### config.mk
export PLATFORM = sky130hd
export DESIGN_NAME = burst_wrap_splitter
export DESIGN_NICKNAME = d
export VERILOG_FILES = /design/src/rtl/burst_split_pkg.sv /design/src/rtl/bsplit_addr_map.sv /design/src/rtl/bsplit_planner.sv /design/src/rtl/bsplit_sequencer.sv /design/src/rtl/burst_wrap_splitter.sv
export SDC_FILE = /design/constraint.sdc
export NUM_CORES = 1
export LEC_CHECK = 0
export BUFFER_PORTS_ARGS = -buffer_cell sky130_fd_sc_hd__buf_2
export CORE_UTILIZATION = 42
export CTS_BUF_LIST = sky130_fd_sc_hd__clkbuf_4 sky130_fd_sc_hd__clkbuf_8 sky130_fd_sc_hd__clkbuf_16
export CTS_CLUSTER_DIAMETER = 30
export DETAILED_ROUTE_END_ITERATION = 8
export MAX_ROUTING_LAYER = met4
export PLACE_DENSITY = 0.62
export RECOVER_POWER = 25
export SYNTH_ARGS = -nofsm -noshare
export SYNTH_HDL_FRONTEND = slang
export SYNTH_SLANG_ARGS = --single-unit
### constraint.sdc
create_clock -name clk -period 3.7 [get_ports clk]
set_input_delay 0.185 -clock clk [delete_from_list [all_inputs] [get_ports clk]]
set_output_delay 0.185 -clock clk [all_outputs]
set_load 0.01 [all_outputs]
### src/rtl/burst_split_pkg.sv
// Package: shared types for the wrapping burst splitter.
// Assumes nothing beyond IEEE 1800-2017 enum support.
package burst_split_pkg;

    // Sequencer position while a request's commands are being issued.
    typedef enum logic [1:0] {
        SQ_IDLE   = 2'd0,
        SQ_FIRST  = 2'd1,
        SQ_SECOND = 2'd2
    } seq_state_e;

    // How one accepted request is turned into commands.
    typedef enum logic [1:0] {
        PLAN_LINEAR = 2'd0,   // one linear command
        PLAN_WRAP   = 2'd1,   // one wrapping command
        PLAN_SPLIT  = 2'd2    // two linear commands
    } plan_e;

endpackage

### src/rtl/bsplit_addr_map.sv
// Module: bsplit_addr_map
// Decodes the bank select field of a host byte address into a one-hot
// chip-select and converts the in-bank byte offset into a memory word
// address for an 8-bit or 16-bit wide memory.
// Assumes ADDR_W == OFS_W + $clog2(BANKS) and BANKS a power of two.
module bsplit_addr_map #(
    parameter int ADDR_W = 28,
    parameter int OFS_W  = 26,
    parameter int BANKS  = 4
) (
    input  logic [ADDR_W-1:0] byte_addr,
    input  logic              bus16,
    output logic [BANKS-1:0]  cs_onehot,
    output logic [OFS_W-1:0]  word_addr
);
    localparam int BANK_W = $clog2(BANKS);

    logic [BANK_W-1:0] bank_idx;

    assign bank_idx = byte_addr[ADDR_W-1 -: BANK_W];

    // One comparator per bank drives that bank's select line.
    for (genvar b = 0; b < BANKS; b++) begin : g_cs
        assign cs_onehot[b] = (bank_idx == BANK_W'(b));
    end

    // Word address: byte offset as is, or halved for a 16-bit memory.
    always_comb begin
        if (bus16) begin
            word_addr = {1'b0, byte_addr[OFS_W-1:1]};
        end else begin
            word_addr = byte_addr[OFS_W-1:0];
        end
    end

endmodule

### src/rtl/bsplit_planner.sv
// Module: bsplit_planner
// Purely combinational. Decides whether a request becomes one linear,
// one wrapping or two linear commands, and computes the address and
// length of each.
// Assumes: beats >= 1; for wrapping bursts beats is a power of two and
// fits in LEN_W bits; OFS_W > LEN_W.
module bsplit_planner
    import burst_split_pkg::*;
#(
    parameter int OFS_W = 26,
    parameter int LEN_W = 8
) (
    input  logic [OFS_W-1:0] word_addr,
    input  logic [LEN_W-1:0] beats,
    input  logic             is_wrap,
    input  logic             sync_mode,
    input  logic             wrap_en,
    input  logic             wrap16,
    output logic             two_cmds,
    output logic [OFS_W-1:0] c0_addr,
    output logic [LEN_W-1:0] c0_len,
    output logic             c0_wrap,
    output logic [OFS_W-1:0] c1_addr,
    output logic [LEN_W-1:0] c1_len
);
    localparam logic [LEN_W-1:0] WRAP_SHORT = LEN_W'(8);
    localparam logic [LEN_W-1:0] WRAP_LONG  = LEN_W'(16);

    logic [LEN_W-1:0] win_mask;
    logic [LEN_W-1:0] offset;
    logic [OFS_W-1:0] win_base;
    logic [LEN_W-1:0] mem_wrap_len;
    logic             mem_can_wrap;
    plan_e            plan;

    // Window geometry: mask of in-window bits, start offset and window base.
    always_comb begin
        win_mask = beats - LEN_W'(1);
        offset   = word_addr[LEN_W-1:0] & win_mask;
        win_base = word_addr & ~{{(OFS_W-LEN_W){1'b0}}, win_mask};
    end

    // Decide whether the memory can sequence the wrap on its own.
    always_comb begin
        mem_wrap_len = wrap16 ? WRAP_LONG : WRAP_SHORT;
        mem_can_wrap = !sync_mode || (wrap_en && (beats == mem_wrap_len));
    end

    // Select the plan for this request.
    always_comb begin
        if (!is_wrap) begin
            plan = PLAN_LINEAR;
        end else if (mem_can_wrap) begin
            plan = PLAN_WRAP;
        end else if (offset == '0) begin
            plan = PLAN_LINEAR;
        end else begin
            plan = PLAN_SPLIT;
        end
    end

    // Build the first and second command fields from the plan.
    always_comb begin
        c0_addr  = word_addr;
        c0_len   = beats;
        c0_wrap  = 1'b0;
        c1_addr  = win_base;
        c1_len   = offset;
        two_cmds = 1'b0;
        case (plan)
            PLAN_WRAP:  c0_wrap = 1'b1;
            PLAN_SPLIT: begin
                c0_len   = beats - offset;
                two_cmds = 1'b1;
            end
            default:    c0_wrap = 1'b0;
        endcase
    end

endmodule

### src/rtl/bsplit_sequencer.sv
// Module: bsplit_sequencer
// Registers the planned command(s) when a request is accepted and hands
// them out one at a time on the command port. The request side is held
// off until the last command of the current request is accepted.
// Assumes the planned fields are valid whenever req_valid is high.
module bsplit_sequencer
    import burst_split_pkg::*;
#(
    parameter int CS_W  = 4,
    parameter int OFS_W = 26,
    parameter int LEN_W = 8
) (
    input  logic             clk,
    input  logic             rst_n,
    input  logic             req_valid,
    output logic             req_ready,
    input  logic [CS_W-1:0]  in_cs,
    input  logic             in_two,
    input  logic [OFS_W-1:0] in_c0_addr,
    input  logic [LEN_W-1:0] in_c0_len,
    input  logic             in_c0_wrap,
    input  logic [OFS_W-1:0] in_c1_addr,
    input  logic [LEN_W-1:0] in_c1_len,
    output logic             cmd_valid,
    input  logic             cmd_ready,
    output logic [CS_W-1:0]  cmd_cs,
    output logic [OFS_W-1:0] cmd_addr,
    output logic [LEN_W-1:0] cmd_len,
    output logic             cmd_wrap
);
    seq_state_e       state;
    logic             take_req;
    logic             cmd_fire;
    logic [CS_W-1:0]  r_cs;
    logic             r_two;
    logic [OFS_W-1:0] r_c0_addr;
    logic [LEN_W-1:0] r_c0_len;
    logic             r_c0_wrap;
    logic [OFS_W-1:0] r_c1_addr;
    logic [LEN_W-1:0] r_c1_len;

    assign req_ready = (state == SQ_IDLE);
    assign take_req  = req_valid && req_ready;
    assign cmd_valid = (state != SQ_IDLE);
    assign cmd_fire  = cmd_valid && cmd_ready;

    // State walk: idle, first command, optional second command.
    always_ff @(posedge clk) begin
        if (!rst_n) begin
            state <= SQ_IDLE;
        end else begin
            case (state)
                SQ_IDLE:   if (take_req) state <= SQ_FIRST;
                SQ_FIRST:  if (cmd_fire) state <= r_two ? SQ_SECOND : SQ_IDLE;
                SQ_SECOND: if (cmd_fire) state <= SQ_IDLE;
                default:   state <= SQ_IDLE;
            endcase
        end
    end

    // Capture both planned commands at request acceptance.
    always_ff @(posedge clk) begin
        if (!rst_n) begin
            r_cs      <= '0;
            r_two     <= 1'b0;
            r_c0_addr <= '0;
            r_c0_len  <= '0;
            r_c0_wrap <= 1'b0;
            r_c1_addr <= '0;
            r_c1_len  <= '0;
        end else if (take_req) begin
            r_cs      <= in_cs;
            r_two     <= in_two;
            r_c0_addr <= in_c0_addr;
            r_c0_len  <= in_c0_len;
            r_c0_wrap <= in_c0_wrap;
            r_c1_addr <= in_c1_addr;
            r_c1_len  <= in_c1_len;
        end
    end

    // Present the command that matches the current state.
    always_comb begin
        cmd_cs = r_cs;
        if (state == SQ_SECOND) begin
            cmd_addr = r_c1_addr;
            cmd_len  = r_c1_len;
            cmd_wrap = 1'b0;
        end else begin
            cmd_addr = r_c0_addr;
            cmd_len  = r_c0_len;
            cmd_wrap = r_c0_wrap;
        end
    end

endmodule

### src/rtl/burst_wrap_splitter.sv
// Module: burst_wrap_splitter (top)
// Turns a host burst request into one or two memory burst commands:
// bank decode, byte-to-word address conversion, and wrap pass-through
// or split into two linear commands.
// Assumes configuration inputs are stable around request acceptance,
// req_beats >= 1, and wrapping bursts use a power-of-two beat count.
module burst_wrap_splitter #(
    parameter int ADDR_W = 28,
    parameter int BANKS  = 4,
    parameter int LEN_W  = 8,
    parameter int OFS_W  = ADDR_W - $clog2(BANKS)
) (
    input  logic              clk,
    input  logic              rst_n,
    input  logic              cfg_bus16,
    input  logic              cfg_sync_mode,
    input  logic              cfg_wrap_en,
    input  logic              cfg_wrap16,
    input  logic              req_valid,
    output logic              req_ready,
    input  logic [ADDR_W-1:0] req_addr,
    input  logic              req_wrap,
    input  logic [LEN_W-1:0]  req_beats,
    output logic              cmd_valid,
    input  logic              cmd_ready,
    output logic [BANKS-1:0]  cmd_cs,
    output logic [OFS_W-1:0]  cmd_addr,
    output logic [LEN_W-1:0]  cmd_len,
    output logic              cmd_wrap
);
    logic [BANKS-1:0] dec_cs;
    logic [OFS_W-1:0] dec_word;
    logic             pl_two;
    logic [OFS_W-1:0] pl_c0_addr;
    logic [LEN_W-1:0] pl_c0_len;
    logic             pl_c0_wrap;
    logic [OFS_W-1:0] pl_c1_addr;
    logic [LEN_W-1:0] pl_c1_len;

    bsplit_addr_map #(
        .ADDR_W (ADDR_W),
        .OFS_W  (OFS_W),
        .BANKS  (BANKS)
    ) u_map (
        .byte_addr (req_addr),
        .bus16     (cfg_bus16),
        .cs_onehot (dec_cs),
        .word_addr (dec_word)
    );

    bsplit_planner #(
        .OFS_W (OFS_W),
        .LEN_W (LEN_W)
    ) u_plan (
        .word_addr (dec_word),
        .beats     (req_beats),
        .is_wrap   (req_wrap),
        .sync_mode (cfg_sync_mode),
        .wrap_en   (cfg_wrap_en),
        .wrap16    (cfg_wrap16),
        .two_cmds  (pl_two),
        .c0_addr   (pl_c0_addr),
        .c0_len    (pl_c0_len),
        .c0_wrap   (pl_c0_wrap),
        .c1_addr   (pl_c1_addr),
        .c1_len    (pl_c1_len)
    );

    bsplit_sequencer #(
        .CS_W  (BANKS),
        .OFS_W (OFS_W),
        .LEN_W (LEN_W)
    ) u_seq (
        .clk        (clk),
        .rst_n      (rst_n),
        .req_valid  (req_valid),
        .req_ready  (req_ready),
        .in_cs      (dec_cs),
        .in_two     (pl_two),
        .in_c0_addr (pl_c0_addr),
        .in_c0_len  (pl_c0_len),
        .in_c0_wrap (pl_c0_wrap),
        .in_c1_addr (pl_c1_addr),
        .in_c1_len  (pl_c1_len),
        .cmd_valid  (cmd_valid),
        .cmd_ready  (cmd_ready),
        .cmd_cs     (cmd_cs),
        .cmd_addr   (cmd_addr),
        .cmd_len    (cmd_len),
        .cmd_wrap   (cmd_wrap)
    );

endmodule

# Word level (Yosys, flattened, before mapping)
# Cells that the tools add are included.
[totals]
register_bits = 76
in_bits = 45
out_inout_bits = 41
[op_classes]
n_addsub = 2
mux = 16
eq_ne = 11
reduce_logical = 10
bitwise_logic = 3
[ops]
columns = ["operator", "count"]
rows = [
  ["two-way mux 26 bit", 2],
  ["AND 26 bit", 1],
  ["inverter 8 -> 26 bit", 1],
  ["two-way mux 8 bit", 2],
  ["two-way mux 2 bit", 7],
  ["AND 8 bit", 1],
  ["equality test 2 bit (second input constant)", 4],
  ["equality test 8 bit", 1],
  ["logical NOT 8 bit", 1],
  ["subtractor 8 x 1 -> 8 bit (second input constant)", 1],
  ["subtractor 8 bit", 1],
  ["equality test 2 x 1 -> 1 bit (second input constant)", 3],
  ["one-hot mux 2 bit (3 select lines)", 1],
  ["two-way mux 5 bit", 1],
  ["logical NOT 2 bit", 2],
  ["inequality test 2 x 1 -> 1 bit (second input constant)", 2],
  ["logical AND 1 bit", 3],
  ["two-way mux 1 bit", 3],
  ["AND reduction 3 bit", 1],
  ["inequality test 2 bit (second input constant)", 1],
  ["nonzero test 2 bit", 1],
  ["logical NOT 1 bit", 1],
  ["logical OR 1 bit", 1],
]

# Depth between registers and ports, before layout
[depth]
ltp_word = 8
depth_mapped = 13
mapped_depth_nobuf = 12

# Hierarchy
# Synthesis repeated with hierarchy kept, for this count alone.
[hier_totals]
hier_cells = 580
hier_area_um2 = 5268.8
[by_module_without_submodules]
columns = ["mod", "seq_area_each_um2", "cells_per_inst", "area_each_um2", "n_inst"]
rows = [
  ["bsplit_sequencer", 1521.5, 372, 3585.9, 1],
  ["bsplit_planner", 0.0, 175, 1249.9, 1],
  ["bsplit_addr_map", 0.0, 33, 432.9, 1],
]

# Worst setup path after synthesis
# No wires, ideal clock.
[synth_path]
kind = "input -> register"
startpoint = "in cfg_bus16"
endpoint = "reg u_seq.r_c0_len[6]"
setup_time_ps = 96
t_arrival_ps = 2703
path_slack_ps = 902
required_ps = 3604
stages = 13
cell_sequence = "buf_6 -> mux2_2 -> nand2_1 -> o21ai_0 -> ha_1 -> nor2_1 -> a21oi_2 -> o32a_2 -> o22ai_2 -> o21ai_1 -> a21boi_1 -> mux2_2 -> o41ai_2"
[synth_via]
elab_chain_cells = 8
[synth_rtl]
columns = ["item", "line_no", "text"]
rows = [
  ["start, declared", "burst_wrap_splitter.sv:15", "input logic cfg_bus16,"],
  ["two-way mux 26 bit *", "bsplit_addr_map.sv:29", "if (bus16) begin"],
  ["AND 8 bit *", "bsplit_planner.sv:39", "offset = word_addr[LEN_W-1:0] & win_mask;"],
  ["logical NOT 8 bit", "bsplit_planner.sv:55", "end else if (offset == '0) begin"],
  ["two-way mux 2 bit", "bsplit_planner.sv:55", ""],
  ["two-way mux 2 bit", "bsplit_planner.sv:53", "end else if (mem_can_wrap) begin"],
  ["two-way mux 2 bit", "bsplit_planner.sv:51", "if (!is_wrap) begin"],
  ["equality test 2 bit", "bsplit_planner.sv:70", "case (plan)"],
  ["two-way mux 8 bit *", "bsplit_planner.sv:70", ""],
  ["end signal, assigned", "bsplit_sequencer.sv:75", "r_c0_len <= in_c0_len;"],
  ["end, declared", "bsplit_sequencer.sv:37", "logic [LEN_W-1:0] r_c0_len;"],
]
# Mark *: on every way between the ends. The rest lies on a longest branch, timed or not.
# A chain may end at the register's enable or synchronous reset.

# Worst setup path in the final report
[layout_path]
startpoint = "in req_beats[0]"
endpoint = "reg u_seq.r_c0_len[7]"
[layout_via]
elab_chain_cells = 8
[layout_rtl]
columns = ["item", "line_no", "text"]
rows = [
  ["start, declared", "burst_wrap_splitter.sv:23", "input logic [LEN_W-1:0] req_beats,"],
  ["subtractor 8 x 1 -> 8 bit", "bsplit_planner.sv:38", "win_mask = beats - LEN_W'(1);"],
  ["AND 8 bit", "bsplit_planner.sv:39", ""],
  ["logical NOT 8 bit", "bsplit_planner.sv:55", ""],
  ["two-way mux 2 bit", "bsplit_planner.sv:55", ""],
  ["two-way mux 2 bit", "bsplit_planner.sv:53", ""],
  ["two-way mux 2 bit", "bsplit_planner.sv:51", ""],
  ["equality test 2 bit", "bsplit_planner.sv:70", ""],
  ["two-way mux 8 bit *", "bsplit_planner.sv:70", ""],
]
# Marks and branches as above.

==> reports/results.ini <==
[sta]
layout_min_cycle_time_ns = 2.81
timing.fmax_mhz = 356
hold_ws_ns = 0.104
hold_viol = 0
final_max_slew_viol_count = 0
grt_setup_unrepaired = false
slew-limit-headroom_pct = 40.1
setup_tns_ns = 0
post-route-period-util_pct = 76.0
tightest_slew_ns = 0.898
finClkSkew_ns = 0.00615
setup_viol = 0

[final_layout]
final_nets = 532
nFillCells = 792
diodes = 0
postLayoutCellArea_sq_um = 4110
drive_gt1_share_pct = 24.7
layout_commonest_cell = nor2_1
mostFrequentLayoutCells = 75 x nor2_1, 61 x buf_2, 58 x dfxtp_1
syn_to_final_growth_pct = 16.2
final_util_pct = 50.2

[placement]
numPortBuffers = 85
place_area_sq_um = 3910
gp_congestion = 0.908
hpwl_um = 6670

[power_and_ir_drop]
combPwrFrac_pct = 21.4
swShare_pct = 29.4
power_mw = 1.72
clockPowerShare_pct = 38.7
switching_power_mw = 0.506
vdd_drop_max_mv = 0.330
internal_power_mw = 1.21
powerDensity_nw_per_um2 = 419
p_leak_nw = 1.73
p_seq_share_pct = 39.9

[floorplanning]
core-area_sq_um = 8180
die_x_um = 93.7
chipHeight_um = 93.7
die_area_sq_um = 8780
start_util_pct = 43.2
io_pins = 86
row_count = 33

[setup_path]
slowest_delay_ns = 0.60
worstPathCellList = buf_2, inv_1, ha_1, or3b_4, nor4b_2, a21oi_1, a41o_1, or4_1, a31o_1
critPathBufInv = 2
path_delay_family = simple AND/OR/NAND/NOR gates
cp.required_ns = 3.93
arrival_ns = 3.04
worstSetupStartpointType = input pin
end_kind = flip-flop
cpMaxStageDelayCell = or4_1
path_class = in2reg
crit_fanout = 19

[cts]
cts_max_level = 3
clkSinkCount = 58
clockBufferDepth = 2
post_cts_buffers = 0
cts_hold_buf = 0
insertion_delay_ns = 0.33
path_clk_slew_ns = 0.07
cts_made_buffers = 9
cts_tree = built
cts-root-buf = clkbuf_8
ctsResizeCount = 0

[yosys]
syn_inst = 433
ys_seq_area_share_pct = 32.9
async_reset_ff_share_pct = 0
synth-edff-count = 0
ys_warn_count = 0
syn_nets = 481
synth_top_flop_cell = dfxtp_1
synth_area_per_cell_sq_um = 8.16
ys_types = 60
yosys_register_bits = 58
syn-cell-area_sq_um = 3530

[job]
cap_violations = 0

[global_routing]
grt_pass1_vias = 2938
grt_pass1_wl_um = 14300
grt-ovfl-total = 0
antenna_found_initial = 0
grt_max_degree = 39
grt_usage_pct = 21.7

[detailed_routing]
firstDrtPassIters = 4
drt-wirelength-per-cell_um = 15.2
drt-total-wl_um = 9000
post-route-drc-count = 0
drt-initial-drc-count = 204
viasPerCell = 5.46
via_count = 3245
postRouteAntennaNets = 0

[worst_hold_path]
min_path_type = in2reg

[status]
outcome = completed

==> logic make-up (layout without fill, tap and decap cells) <==
logic type	Yosys count	count (layout)	share of synthesized area (%)
AO/OA/AOI/OAI	115	115	22.3
XOR/XNOR	8	8	1.98
adder cells (fa/ha/maj)	3	3	1.06
buffers and inverters	59	115	7.12
flip-flops	58	58	32.9
multiplexers	50	50	16.0
AND/OR/NAND/NOR	140	140	18.6
==> flip-flops by register name (all words and copies together) (netlist names) <==
| name | flops |
|---|---|
| u_seq.r_c0_addr | 9 |
| u_seq.r_c0_wrap | 1 |
| u_seq.cmd_cs | 4 |
| u_seq.r_c0_len | 8 |
| u_seq.r_c1_len | 8 |
| u_seq.r_c1_addr | 25 |
| u_seq.r_two | 1 |
| u_seq.state | 2 |
==> synthesized netlist by cell type (8+ instances only) <==
library cell  instances  area share, %
dfxtp_1              58             33
clkbuf_1             41            4.4
a21oi_1              36            5.1
o21ai_0              14            2.0
a211oi_1             19            4.0
a22oi_1               9            1.9
inv_1                 8           0.85
mux2i_1              24            6.8
mux2_2               23            7.3
nor2_1               75            8.0
nor3_1                9            1.3
nand2_1              18            1.9
==> power groups by stage <==
stage	Combinational (mW)	Clock [mW]	Sequential, mW
after global placement	0.371	0	0.699
after global routing	0.410	0.709	0.691
after floorplan	0.269	0	0.695
final	0.368	0.665	0.686
after detailed placement	0.372	0	0.700
after CTS	0.375	0.683	0.686
==> metrics by stage <==
| step | worst slack (ns) | cells |
|---|---|---|
| final | 0.888 | 594 |
| after global routing | 0.707 | 594 |
| after CTS | 0.888 | 594 |
| after detailed placement | 0.536 | 578 |
| after global placement | 0.595 | 578 |
| after floorplan | 0.902 | 433 |
==> final timing paths <==
check | start | endpoint | slack, ns | cells after the start
max | req_beats[0] | u_seq.r_c0_len[7] | 0.89 | 9
min | cmd_ready | u_seq.state[0] | 0.10 | 2
max reg2reg | u_seq.state[1] | u_seq.r_c1_len[4] | 1.69 | 6
min reg2reg | u_seq.r_c0_addr[5] | u_seq.r_c0_addr[5] | 0.45 | 2
==> worst reg2reg max path, delay by kind of cell (launching register included) <==
family	cells	cell delay, ns
simple gates	4	1.13
buf+inv	1	0.42
flops	1	0.33
compound gates	1	0.07
==> layer usage <==
metal	global-route usage [%]	vias to the layer above	share of wire, %
met5	-	-	0
met4	8.97	0	2.7
met3	3.88	18	5.0
met2	34.9	99	46
met1	26.9	1484	46
li1	-	1644	-
==> final cells by class <==
class / count / area [sq um] / share of cell area (%)
repair buffers: 90 / 433 / 10.5
flip-flops and latches: 58 / 1160 / 28.3
inverters: 9 / 33.8 / 0.823
clock inverters: 6 / 88.8 / 2.16
multi-input cells: 316 / 2120 / 51.6
well taps: 105 / 131 / 3.20
clock buffers: 10 / 138 / 3.35
Note: power is estimated with default switching activity, not from simulation.
